--- src/rtl/cphr_evt_pkg.sv ---
package cphr_evt_pkg;
  localparam int SRC_W   = 9;
  localparam int TYPE_LO = 12;
  localparam logic [SRC_W-1:0] SRC_VALID = 9'h11F;

  localparam int B_DRDY    = 0;
  localparam int B_RXEND   = 1;
  localparam int B_TXEND   = 2;
  localparam int B_RXFULL  = 3;
  localparam int B_TXEMPTY = 4;
  localparam int B_ILL     = 8;

  localparam logic [7:0] A_CTRL   = 8'h00;
  localparam logic [7:0] A_MODE   = 8'h04;
  localparam logic [7:0] A_IEN    = 8'h10;
  localparam logic [7:0] A_IDIS   = 8'h14;
  localparam logic [7:0] A_IMASK  = 8'h18;
  localparam logic [7:0] A_ISTAT  = 8'h1C;
  localparam logic [7:0] A_KEY_LO = 8'h20;
  localparam logic [7:0] A_KEY_HI = 8'h34;
  localparam logic [7:0] A_DIN    = 8'h40;
  localparam logic [7:0] A_DOUT   = 8'h50;
  localparam logic [7:0] A_IV     = 8'h60;

  typedef enum logic [1:0] {
    VIO_DIN_WR  = 2'd0,
    VIO_DOUT_RD = 2'd1,
    VIO_MODE_WR = 2'd2,
    VIO_WO_RD   = 2'd3
  } vio_e;
endpackage

--- src/rtl/cphr_access_guard.sv ---
module cphr_access_guard
  import cphr_evt_pkg::*;
#(
  parameter int ADDR_W = 8
) (
  input  logic              clk,
  input  logic              rst_n,
  input  logic [ADDR_W-1:0] addr,
  input  logic              rd,
  input  logic              wr,
  input  logic              busy,
  input  logic              dma_mode,
  input  logic              clr,
  output logic              ill_flag,
  output vio_e              ill_type
);
  function automatic logic at(input logic [ADDR_W-1:0] a, input logic [7:0] base);
    return a == ADDR_W'(base);
  endfunction

  function automatic logic pair(input logic [ADDR_W-1:0] a, input logic [7:0] base);
    return at(a, base) || at(a, base + 8'd4);
  endfunction

  logic key_hit, wo_hit, dout_hit, din_hit, mode_hit;
  logic hit;
  vio_e code;

  always_comb begin
    key_hit  = (addr >= ADDR_W'(A_KEY_LO)) && (addr <= ADDR_W'(A_KEY_HI)) && (addr[1:0] == 2'b00);
    wo_hit   = at(addr, A_CTRL) || at(addr, A_IEN) || at(addr, A_IDIS) ||
               key_hit || pair(addr, A_DIN) || pair(addr, A_IV);
    dout_hit = pair(addr, A_DOUT);
    din_hit  = pair(addr, A_DIN);
    mode_hit = at(addr, A_MODE);
  end

  always_comb begin
    hit  = 1'b0;
    code = VIO_WO_RD;
    if (rd && wo_hit) begin
      hit  = 1'b1;
      code = VIO_WO_RD;
    end else if (rd && busy && dout_hit) begin
      hit  = 1'b1;
      code = VIO_DOUT_RD;
    end else if (wr && busy && mode_hit) begin
      hit  = 1'b1;
      code = VIO_MODE_WR;
    end else if (wr && busy && dma_mode && din_hit) begin
      hit  = 1'b1;
      code = VIO_DIN_WR;
    end
  end

  always_ff @(posedge clk or negedge rst_n) begin
    if (!rst_n) begin
      ill_flag <= 1'b0;
      ill_type <= VIO_DIN_WR;
    end else if (clr) begin
      ill_flag <= 1'b0;
      ill_type <= VIO_DIN_WR;
    end else if (hit) begin
      ill_flag <= 1'b1;
      ill_type <= code;
    end
  end
endmodule

--- src/rtl/cphr_buf_flags.sv ---
module cphr_buf_flags #(
  parameter int CNT_W = 16,
  parameter int NCH   = 2
) (
  input  logic                       clk,
  input  logic                       rst_n,
  input  logic [NCH-1:0][CNT_W-1:0]  cur_cnt,
  input  logic [NCH-1:0][CNT_W-1:0]  nxt_cnt,
  input  logic [NCH-1:0]             load,
  output logic [NCH-1:0]             end_flag,
  output logic [NCH-1:0]             idle_flag
);
  for (genvar c = 0; c < NCH; c++) begin : g_ch
    logic cur_zero;
    assign cur_zero     = (cur_cnt[c] == '0);
    assign idle_flag[c] = cur_zero && (nxt_cnt[c] == '0);

    always_ff @(posedge clk or negedge rst_n) begin
      if (!rst_n)       end_flag[c] <= 1'b0;
      else if (load[c]) end_flag[c] <= 1'b0;
      else if (cur_zero) end_flag[c] <= 1'b1;
    end
  end
endmodule

--- src/rtl/cphr_irq_core.sv ---
module cphr_irq_core
  import cphr_evt_pkg::*;
(
  input  logic             clk,
  input  logic             rst_n,
  input  logic             clr,
  input  logic             en_wr,
  input  logic             dis_wr,
  input  logic [SRC_W-1:0] wbits,
  input  logic             done_pulse,
  input  logic             drdy_clr,
  input  logic [SRC_W-1:0] status,
  output logic [SRC_W-1:0] imr,
  output logic             drdy,
  output logic             irq
);
  always_ff @(posedge clk or negedge rst_n) begin
    if (!rst_n)      imr <= '0;
    else if (clr)    imr <= '0;
    else if (en_wr)  imr <= imr | (wbits & SRC_VALID);
    else if (dis_wr) imr <= imr & ~wbits;
  end

  always_ff @(posedge clk or negedge rst_n) begin
    if (!rst_n)          drdy <= 1'b0;
    else if (clr)        drdy <= 1'b0;
    else if (done_pulse) drdy <= 1'b1;
    else if (drdy_clr)   drdy <= 1'b0;
  end

  always_ff @(posedge clk or negedge rst_n) begin
    if (!rst_n) irq <= 1'b0;
    else        irq <= |(status & imr);
  end
endmodule

--- src/rtl/cphr_evt_unit.sv ---
module cphr_evt_unit
  import cphr_evt_pkg::*;
#(
  parameter int ADDR_W = 8,
  parameter int DATA_W = 32,
  parameter int CNT_W  = 16
) (
  input  logic              clk,
  input  logic              rst_n,
  input  logic [ADDR_W-1:0] bus_addr,
  input  logic              bus_rd,
  input  logic              bus_wr,
  input  logic [DATA_W-1:0] bus_wdata,
  output logic [DATA_W-1:0] bus_rdata,
  input  logic              busy,
  input  logic              dma_mode,
  input  logic              done_pulse,
  input  logic [CNT_W-1:0]  rx_cnt,
  input  logic [CNT_W-1:0]  rx_next_cnt,
  input  logic              rx_load,
  input  logic [CNT_W-1:0]  tx_cnt,
  input  logic [CNT_W-1:0]  tx_next_cnt,
  input  logic              tx_load,
  output logic              irq
);
  localparam int NCH = 2;

  logic swrst, en_wr, dis_wr, dout_rd;
  logic [SRC_W-1:0] imr, stat_vec;
  logic drdy, ill_flag;
  vio_e ill_type;
  logic [NCH-1:0] buf_end, buf_idle;
  logic [DATA_W-1:0] stat_word;
  logic unused_wdata;

  assign swrst   = bus_wr && (bus_addr == ADDR_W'(A_CTRL)) && bus_wdata[0];
  assign en_wr   = bus_wr && (bus_addr == ADDR_W'(A_IEN));
  assign dis_wr  = bus_wr && (bus_addr == ADDR_W'(A_IDIS));
  assign dout_rd = bus_rd && ((bus_addr == ADDR_W'(A_DOUT)) ||
                              (bus_addr == ADDR_W'(A_DOUT + 8'd4)));
  assign unused_wdata = ^bus_wdata[DATA_W-1:SRC_W];

  cphr_access_guard #(.ADDR_W(ADDR_W)) u_guard (
    .clk      (clk),
    .rst_n    (rst_n),
    .addr     (bus_addr),
    .rd       (bus_rd),
    .wr       (bus_wr),
    .busy     (busy),
    .dma_mode (dma_mode),
    .clr      (swrst),
    .ill_flag (ill_flag),
    .ill_type (ill_type)
  );

  cphr_buf_flags #(.CNT_W(CNT_W), .NCH(NCH)) u_bufs (
    .clk       (clk),
    .rst_n     (rst_n),
    .cur_cnt   ({tx_cnt, rx_cnt}),
    .nxt_cnt   ({tx_next_cnt, rx_next_cnt}),
    .load      ({tx_load, rx_load}),
    .end_flag  (buf_end),
    .idle_flag (buf_idle)
  );

  always_comb begin
    stat_vec            = '0;
    stat_vec[B_DRDY]    = drdy;
    stat_vec[B_RXEND]   = buf_end[0];
    stat_vec[B_TXEND]   = buf_end[1];
    stat_vec[B_RXFULL]  = buf_idle[0];
    stat_vec[B_TXEMPTY] = buf_idle[1];
    stat_vec[B_ILL]     = ill_flag;
  end

  cphr_irq_core u_irq (
    .clk        (clk),
    .rst_n      (rst_n),
    .clr        (swrst),
    .en_wr      (en_wr),
    .dis_wr     (dis_wr),
    .wbits      (bus_wdata[SRC_W-1:0]),
    .done_pulse (done_pulse),
    .drdy_clr   (dout_rd),
    .status     (stat_vec),
    .imr        (imr),
    .drdy       (drdy),
    .irq        (irq)
  );

  always_comb begin
    stat_word                        = '0;
    stat_word[SRC_W-1:0]             = stat_vec;
    stat_word[TYPE_LO+1:TYPE_LO]     = ill_type;
  end

  always_comb begin
    bus_rdata = '0;
    if (bus_rd) begin
      if (bus_addr == ADDR_W'(A_IMASK))      bus_rdata = DATA_W'(imr);
      else if (bus_addr == ADDR_W'(A_ISTAT)) bus_rdata = stat_word;
    end
  end
endmodule

--- config.mk ---
export PLATFORM = sky130hd
export DESIGN_NAME = cphr_evt_unit
export DESIGN_NICKNAME = d
export VERILOG_FILES = /design/src/rtl/cphr_evt_pkg.sv /design/src/rtl/cphr_access_guard.sv /design/src/rtl/cphr_buf_flags.sv /design/src/rtl/cphr_irq_core.sv /design/src/rtl/cphr_evt_unit.sv
export SDC_FILE = /design/constraint.sdc
export NUM_CORES = 1
export LEC_CHECK = 0
export ABC_AREA = 1
export BUFFER_PORTS_ARGS = -buffer_cell sky130_fd_sc_hd__buf_4
export CORE_UTILIZATION = 32
export DETAILED_ROUTE_END_ITERATION = 16
export PLACE_DENSITY_LB_ADDON = 0.12
export SLEW_MARGIN = 20
export SYNTH_ARGS = -nofsm -noshare
export SYNTH_HDL_FRONTEND = slang
export SYNTH_SLANG_ARGS = --single-unit
--- constraint.sdc ---
create_clock -name clk -period 1.2 [get_ports clk]
set_input_delay 0.24 -clock clk [delete_from_list [all_inputs] [get_ports clk]]
set_output_delay 0.24 -clock clk [all_outputs]
set_load 0.01 [all_outputs]
-- After elaboration in Yosys (flattened, before gate mapping)
Index checks and enable logic that the tools add are counted.
- register bits after elaboration: 16
- input port bits: 113
- output and inout bits: 33
- logic and storage cells: 85
- order comparisons: 2
- equality and inequality tests: 11
- mux-type cells: 25
- bitwise gates (word level): 4
- reduce and logical (&&, ||, !) cells: 36
- operator list (kind ; number):
    logical NOT 16 bit ; 4
    == test 8 x 7 -> 1 bit, second input constant ; 6
    two-way mux 14 bit ; 3
    == test 8 x 5 -> 1 bit, second input constant ; 4
    two-way mux 9 bit ; 3
    AND 9 bit ; 2
    logical AND 1 bit ; 16
    two-way mux 1 bit ; 13
    two-way mux 2 bit ; 6
    inverter 9 bit ; 1
    OR 9 bit ; 1
    OR reduction 9 bit ; 1
    == test 8 x 3 -> 1 bit, second input constant ; 1
    >= comparator 8 x 6 -> 1 bit, second input constant ; 1
    <= comparator 8 x 6 -> 1 bit, second input constant ; 1
    logical NOT 8 bit ; 1
    logical OR 1 bit ; 8
    nonzero test 2 bit ; 3
    nonzero test 3 bit ; 2
    logical NOT 2 bit ; 1

-- Logic depth before layout (Yosys ltp)
Gate-level depths: netlist (run 1).
- word-level depth: 10
- mapped depth: 9
- depth with buffers taken out: 9

-- Hierarchy
From an unflattened synthesis (run 1), not the netlist that was laid out.
- cells, all modules: 313
- area total of the unflattened synthesis: 1815.5 um^2
- modules (own cells, without submodules) (module ; instances ; cells an instance ; area each (um^2) ; sequential area each (um^2)):
    cphr_irq_core ; 1 ; 87 ; 608.1 ; 275.3
    cphr_evt_unit ; 1 ; 91 ; 518.0 ; 0.0
    cphr_access_guard ; 1 ; 67 ; 381.6 ; 75.1
    cphr_buf_flags ; 1 ; 68 ; 307.8 ; 50.0

-- Worst setup path after synthesis (run 1)
OpenSTA, ideal clock, no wires.
- path kind: input to output
- from: input port bus_addr[5]
- to: output port bus_rdata[12]
- arrival time: 1.053 ns
- data required time: 0.960 ns
- setup slack: -0.093 ns
- cell stages on the path: 7
- buffers on the path: 0
- path through: inv_1 nand2_2 nor2_4 nand3_2 nor3_4 inv_2 nor2_1
- longest elaborated chain between the ends: 4
- elaborated cells on any way between the ends: 5
- classes of those cells: eq/ne: 2; mux: 3
- RTL lines (item ; RTL line ; RTL):
    from (decl) ; cphr_evt_unit.sv:10 ; input logic [ADDR_W-1:0] bus_addr,
    == test 8 x 5 -> 1 bit ; cphr_evt_unit.sv:101 ; else if (bus_addr == ADDR_W'(A_ISTAT)) bus_rdata = stat_word;
    two-way mux 14 bit ; cphr_evt_unit.sv:101 ;
    two-way mux 14 bit (*) ; cphr_evt_unit.sv:100 ; if (bus_addr == ADDR_W'(A_IMASK)) bus_rdata = DATA_W'(imr);
    two-way mux 14 bit (*) ; cphr_evt_unit.sv:99 ; if (bus_rd) begin
    to (decl) ; cphr_evt_unit.sv:14 ; output logic [DATA_W-1:0] bus_rdata,
Mark *: on every way between the ends. The rest lies on a longest branch, timed or not.

-- Final worst setup path (run 1)
- from: input port bus_addr[5]
- to: output port bus_rdata[2]
Same word-level chain as after synthesis.

==> results of run 1 <==
-- critical path, delay by kind of cell --
family                 cells  cell delay (ns)
AO/OA/AOI/OAI              1             0.06
buffers and inverters      4             0.43
AND/OR/NAND/NOR            5             0.50
-- flip-flops by register name, summed over array words and instances (netlist names) --
name	cells
u_guard.ill_type	2
u_guard.ill_flag	1
u_irq.drdy	1
u_bufs.end_flag	2
u_irq.irq	1
u_irq.imr	9
-- what timing repair did --
action,4_1_cts,5_1_grt
hold endpoints to repair,16,0
setup buffers,6,1
endpoints found under the setup margin,11,17
hold buffers,1,0
gates resized for setup,20,17
pin swaps,4,7
-- metrics by stage --
step           util (%)  TNS (ns)  power, W
2_1_floorplan         -   -0.0616  0.000868
3_3_place_gp       56.9     -4.62   0.00113
3_5_place_dp       56.9     -4.91   0.00114
4_1_cts            60.8     -2.73   0.00156
5_1_grt            62.6     -3.48   0.00167
6_report           62.6     -2.66   0.00157
-- final timing paths --
kind / start / to / slack, ns / cells after the start
worst max-delay path: bus_addr[5] / bus_rdata[2] / -0.28 / 10
worst min-delay path: tx_load / u_bufs.end_flag[1] / 0.13 / 2
worst max register to register: u_irq.imr[2] / u_irq.irq / 0.20 / 4
worst min register to register: u_guard.ill_type[1] / u_guard.ill_type[1] / 0.50 / 2
max in group asynchronous: rst_n / u_irq.imr[5] / 0.62 / 2
min in group asynchronous: rst_n / u_irq.imr[4] / 0.40 / 2
-- routing by layer --
metal	track usage, %	vias to the layer above	part of all wire [%]
met2	35.9	99	50
met3	1.81	4	10
li1	-	950	-
met5	0	-	0
met4	5.36	0	1.2
met1	23.4	790	38
-- power breakdown --
group / total [W] / internal (W) / switching, W
registers: 0.000641 / 0.000599 / 0.0000418
clock network: 0.000397 / 0.000222 / 0.000175
logic: 0.000532 / 0.000303 / 0.000229
-- cells in the final DEF, fill, tap and decap left out, drive strengths merged --
cell         count
clkbuf           3
nor2            65
o21ai            5
o21a             5
nand2           58
buf            127
a221oi           1
nor3             4
a21oi           10
dlygate4sd3      1
dfrtp           16
nand4            5
a211oi           3
nand3           14
inv             23
conb            21
-- final cells by class --
cell class                 count  area, sq um  area share (%)
sequential                    16          400            15.4
timing repair buffer         128         1010            38.9
inverter                      23          109            4.20
clock buffer                   3         41.3            1.59
multi-input combinational    191          970            37.4
tap                           50         62.6            2.41
-- cells by family after synthesis --
family,Yosys count
flops,16
compound gates,24
other cells,1
simple gates,146
buf+inv,44
==> results by group, run 1 <==
Synth
  – Simple-Gate Fraction of Synth Area: between 40% and 50%
  – Sequential fraction of the synthesis area: 28.0%
  – Synthesized area: 1430 sq um
  – Warnings, synthesis: 0
  – Netlist cell types: 22
  – Post-synth ARST share: 100%
  – Post-synthesis register bit count: 16
  – Multiplexer share of the synthesized area: 0%
  – Most common cell in the synthesized netlist: nor2_1
  – Area leader, netlist: dfrtp_1
  – Compound-Gate Fraction of Synth Area: approximately a tenth
  – Gate Count Post-Synth: between 200 and 250
  – Post-synth top area share: 28.0%
  – Synth Area per Inst: 6.19 sq um
  – Main flop type after synthesis: dfrtp_1
  – Top post-synthesis cells by area: dfrtp_1 28%, nor2_1 16%, nand2_1 14%
  – Post-synth EDFFs: 0
  – Main combinational cell family by area after synthesis: simple AND/OR/NAND/NOR gates
  – Post-Synth Adder-Cell Area: 0%
  – Post-Synth XOR/XNOR Area: 0%
  – Top post-synthesis cells by count: 62 x nor2_1, 55 x nand2_1, 21 x buf_4, 20 x inv_1, 16 x dfrtp_1

Final layout
  – Final Instance Count excl. Fillers: 411
  – Area grow syn2layout: 81.3%
  – Fillcell total: 427
  – Diodes inserted: 0
  – Cell area after layout: 2590 sq um
  – Layout Nets: 476
  – Share of cells above drive strength 1: 46.5%

Place
  – Placed cell area: 2360 sq um
  – Post-DP HPWL: 3640 um
  – Post-place setup slack: -0.321 ns
  – Port bufs: between 100 and 150
  – Routability cong.: 0.859
  – Placed insts: 400

Critical path
  – Crit path arrival time: 1.24 ns
  – CP max FO: 5
  – Crit path launch type: input pin
  – Slowest-stage cell, CP: nor3_4
  – Critical Path RT: 0.96 ns
  – CP max stage delay: roughly 0.16 ns
  – CP Capture Type: primary output
  – Critical-path cell list: buf_12 > inv_12 > nand2_4 > nor2_4 > nand3_2 > nor3_4 > buf_6 > nand2_2 > o21ai_2 > buf_4
  – Critical setup path kind: input pin to primary output

STA
  – Max Slew Vio Count: 0
  – Post-layout minimum cycle time: 1.48 ns
  – Hold Violations, Final: 0
  – Fmax: 677 MHz
  – Final Cycle Share: 123%
  – Max Clock Skew: 0.00439 ns
  – RSZ-0062 raised after global routing: yes
  – # setup viols final: 11
  – Hold slack: 0.134 ns
  – Final worst setup slack: -0.277 ns

Global routing
  – Antenna violations before repair: 0
  – GR Overflow Total: 0
  – Vias in the first global route: 1702
  – Global Route Usage Sum: 19.4%
  – Largest net degree at the start of global routing: 17
  – First-pass GRT wire length: ~7000 um

Outcome
  – Status: finished, violations left
  – Failing checks: negative setup slack

Clocking
  – Worst-path clk slew: around 0.06 ns
  – CTS root buf: clkbuf_8
  – TritonCTS clock tree: built
  – TritonCTS buffer count: 3
  – Largest buffer count on any clock path: 2
  – Skew-Pair Late Insertion Delay: around 0.25 ns
  – # H-tree levels: 1
  – # clock sinks: 16

Die
  – I/O pin count: 146
  – FP Rows: 23
  – Die Wd: between 60 and 70 um
  – Die area: 4740 sq um
  – Vert. Die Dim: 68.9 um
  – Starting Density: 34.5%
  – Placeable Area: 4140 sq um

Route
  – WL/cell: 10.9 um
  – Vias: 1843
  – DRT Pass-1 Iters: 4
  – Initial DRC count: 39
  – WL final: 4470 um
  – DRC Markers: 0
  – Antenna Nets Post-Route: 0
  – Via density per instance: between 4 and 5

Run
  – Max cap viols: 0

Power and ir drop
  – Peak VDD IR: 0.000510 V
  – Pleak: 1.40 nW
  – PD cells: 605 nW/um^2

Min path
  – Hold Path Class: input pin to flop
(Power assumes the default switching activity.)
==> inputs of run 2 (changes only) <==
--- a/config.mk
+++ b/config.mk
@@ -7,7 +7,10 @@
 export LEC_CHECK = 0
 export ABC_AREA = 1
 export BUFFER_PORTS_ARGS = -buffer_cell sky130_fd_sc_hd__buf_4
-export CORE_UTILIZATION = 32
+export CELL_PAD_IN_SITES_DETAIL_PLACEMENT = 1
+export CELL_PAD_IN_SITES_GLOBAL_PLACEMENT = 2
+export CORE_UTILIZATION = 14
+export CTS_BUF_LIST = sky130_fd_sc_hd__clkbuf_16
 export DETAILED_ROUTE_END_ITERATION = 16
 export PLACE_DENSITY_LB_ADDON = 0.12
 export SLEW_MARGIN = 20
==> results by group, run 2 (synthesized netlist as in run 1, its figures left out) <==
Final layout
  – Diodes inserted: 0 (unchanged)
  – Max reg flops: 9 (unchanged)
  – Most common cell after layout, fill and taps aside: buf_4
  – Area grow syn2layout: 93.3%
  – Final Instance Count excl. Fillers: 500 (+22%)
  – Utilization after layout: 28.1% (-34 points)
  – Layout Nets: 481 (+1.1%)
  – Multi-input logic area: 966 sq um (-0.39%)
  – Fillcell total: 1259 (+190%)
  – Top flop regs: u_irq.imr x9, u_bufs.end_flag x2, u_guard.ill_type x2
  – Share of cells above drive strength 1: 47.4% (+0.87 points)
  – Register Area: 400 sq um (unchanged)
  – Most frequent cells in the layout: 121 x buf_4, 54 x nor2_1, 44 x nand2_1
  – Most flop-heavy register: u_irq.imr

Critical path
  – Critical setup path kind: input pin to primary output
  – CP Capture Type: primary output
  – CP max FO: 4 (-1)
  – Crit path arrival time: 1.30 ns (+0.06 ns)
  – CP startpoint: bus_addr[6]
  – R2r startpoint: u_irq.imr[2]
  – Critical Path RT: 0.96 ns (about the same)
  – Crit path launch type: input pin

STA
  – Max Clock Skew: 0.00530 ns (+0.000913 ns)
  – Final setup TNS: -3.35 ns (-0.691 ns)
  – RSZ-0062 raised after global routing: yes
  – Max Slew Vio Count: 0 (unchanged)
  – # setup viols final: 11 (unchanged)
  – Hold Violations, Final: 0 (unchanged)
  – Final worst setup slack: -0.344 ns (-0.0668 ns)
  – Post-layout minimum cycle time: 1.54 ns (+0.0668 ns)
  – Fmax: 648 MHz (-4.3%)
  – Final Cycle Share: 129% (+5.6 points)

Clocking
  – TritonCTS buffer count: 3 (unchanged)
  – Largest buffer count on any clock path: 2 (unchanged)
  – TritonCTS clock tree: built
  – CTS root buf: clkbuf_16
  – Skew-Pair Late Insertion Delay: 0.25 ns (about the same)
  – # clock sinks: 16 (unchanged)
  – # H-tree levels: 1 (unchanged)
  – Worst-path clk slew: 0.05 ns (about the same)

Place
  – Port bufs: 101 (unchanged)
  – Post-place setup slack: -0.519 ns (-0.198 ns)
  – Post-DP HPWL: 5030 um (+38%)
  – Routability cong.: 0.723 (-16%)
  – Placed insts: 489 (+22%)

Die
  – Die area: 10600 sq um (+120%)
  – Die Wd: 103 um (+50%)
  – Starting Density: 14.6% (-20 points)
  – I/O pin count: 146 (unchanged)
  – Placeable Area: 9820 sq um (+140%)
  – FP Rows: 36 (+57%)
  – Vert. Die Dim: 103 um (+50%)

Global routing
  – Antenna violations before repair: 0 (unchanged)
  – Global Route Usage Sum: 10.9% (-8.5 points)
  – Largest net degree at the start of global routing: 17 (unchanged)
  – Vias in the first global route: 1867 (+9.7%)
  – GR Overflow Total: 0 (unchanged)
  – First-pass GRT wire length: 8850 um (+28%)

Route
  – Vias: 1886 (+2.3%)
  – Via density per instance: 3.77 (-16%)
  – WL/cell: 11.3 um (+4.3%)
  – DRC Markers: 0 (unchanged)
  – Initial DRC count: 28 (-28%)
  – WL final: 5670 um (+27%)
  – DRT Pass-1 Iters: 4 (unchanged)
  – Antenna Nets Post-Route: 0 (unchanged)

Power and ir drop
  – Internal Power: 0.00135 W (+20%)
  – Psw: 0.000483 W (+8.5%)
  – PD cells: 662 nW/um^2 (+9.3%)
  – Peak VDD IR: 0.000441 V (-14%)
  – Switching Share: 26.4% (-2.0 points)
  – Pleak: 1.43 nW (+2.4%)
  – Logic gate share of total power: 29.5% (-4.4 points)
  – Clock power frac: 35.7% (+10 points)
  – Sequential Power Share: 34.8% (-6.0 points)

Min path
  – Hold Path Class: input pin to flop
  – Startpoint of the lowest-slack hold path: tx_load

Run
  – Max cap viols: 0 (unchanged)

Outcome
  – Failing checks: negative setup slack
  – Status: finished, violations left
run 2: changes by cell type in the layout (fill, tap and decap cells not counted), moves of 2 or more:
cell       delta
clkbuf_16     +3
nand2_2       -2
clkbuf_8      -3
nor2_2        +3
buf_4         +4
nor2_1        -2
run 2: layout make-up:
class,instances,share of cell area [%]
inverter,23,3.85
clock inverter,1,0.136
timing repair buffer,133,37.8
tap,133,6.02
clock buffer,3,2.72
sequential,16,14.5
multi-input combinational,191,34.9
run 2: worst paths after layout:
check	end	cells after the start	slack (ns)
setup / recovery	bus_rdata[1]	9	-0.34
hold / removal	u_bufs.end_flag[1]	2	0.13
setup reg to reg	u_irq.irq	4	0.11
hold reg to reg	u_guard.ill_type[1]	2	0.49
max in group asynchronous	u_irq.imr[8]	2	0.60
min in group asynchronous	u_irq.irq	2	0.40
run 2: metrics by stage:
stage	total power, W	hold slack, ns	instance area, sq um
6_report	0.00183	0.134	2760
5_1_grt	0.00195	0.134	2760
4_1_cts	0.00186	0.134	2690
3_5_place_dp	0.00117	0.125	2500
3_3_place_gp	0.00116	0.125	2500
2_1_floorplan	0.000868	-0.0556	1550
run 2: per-layer routing:
metal / GRT usage, % / vias to the layer above / wire (um)
met2: 20.6 / 63 / 2900
met4: 1.95 / 0 / 32
met1: 12.8 / 859 / 2330
met3: 1.97 / 2 / 407
met5: 0 / - / 0
li1: - / 962 / -
run 2: repair_timing:
item / in CTS / in global routing
hold endpoints to repair: 16 / 0
pin swaps: 10 / 11
endpoints found under the setup margin: 11 / 19
setup buffers: 5 / 1
hold buffers: 1 / 0
gates resized for setup: 19 / 17
run 2: power groups by stage:
stage	Sequential, W	Combinational (W)	Clock [W]
after floorplan	0.000637	0.000231	0
after global placement	0.000644	0.000515	0
after detailed placement	0.000645	0.000523	0
after CTS	0.000638	0.000539	0.000678
after global routing	0.000642	0.000603	0.000709
final	0.000637	0.000540	0.000653
run 2: worst max-delay path, cell delays in order:
cell     delay (ns)
buf_8          0.10
inv_4          0.05
nand2_4        0.05
nor2_4         0.11
nand3_2        0.08
nor3_4         0.27
inv_2          0.12
o21ai_2        0.14
buf_4          0.13
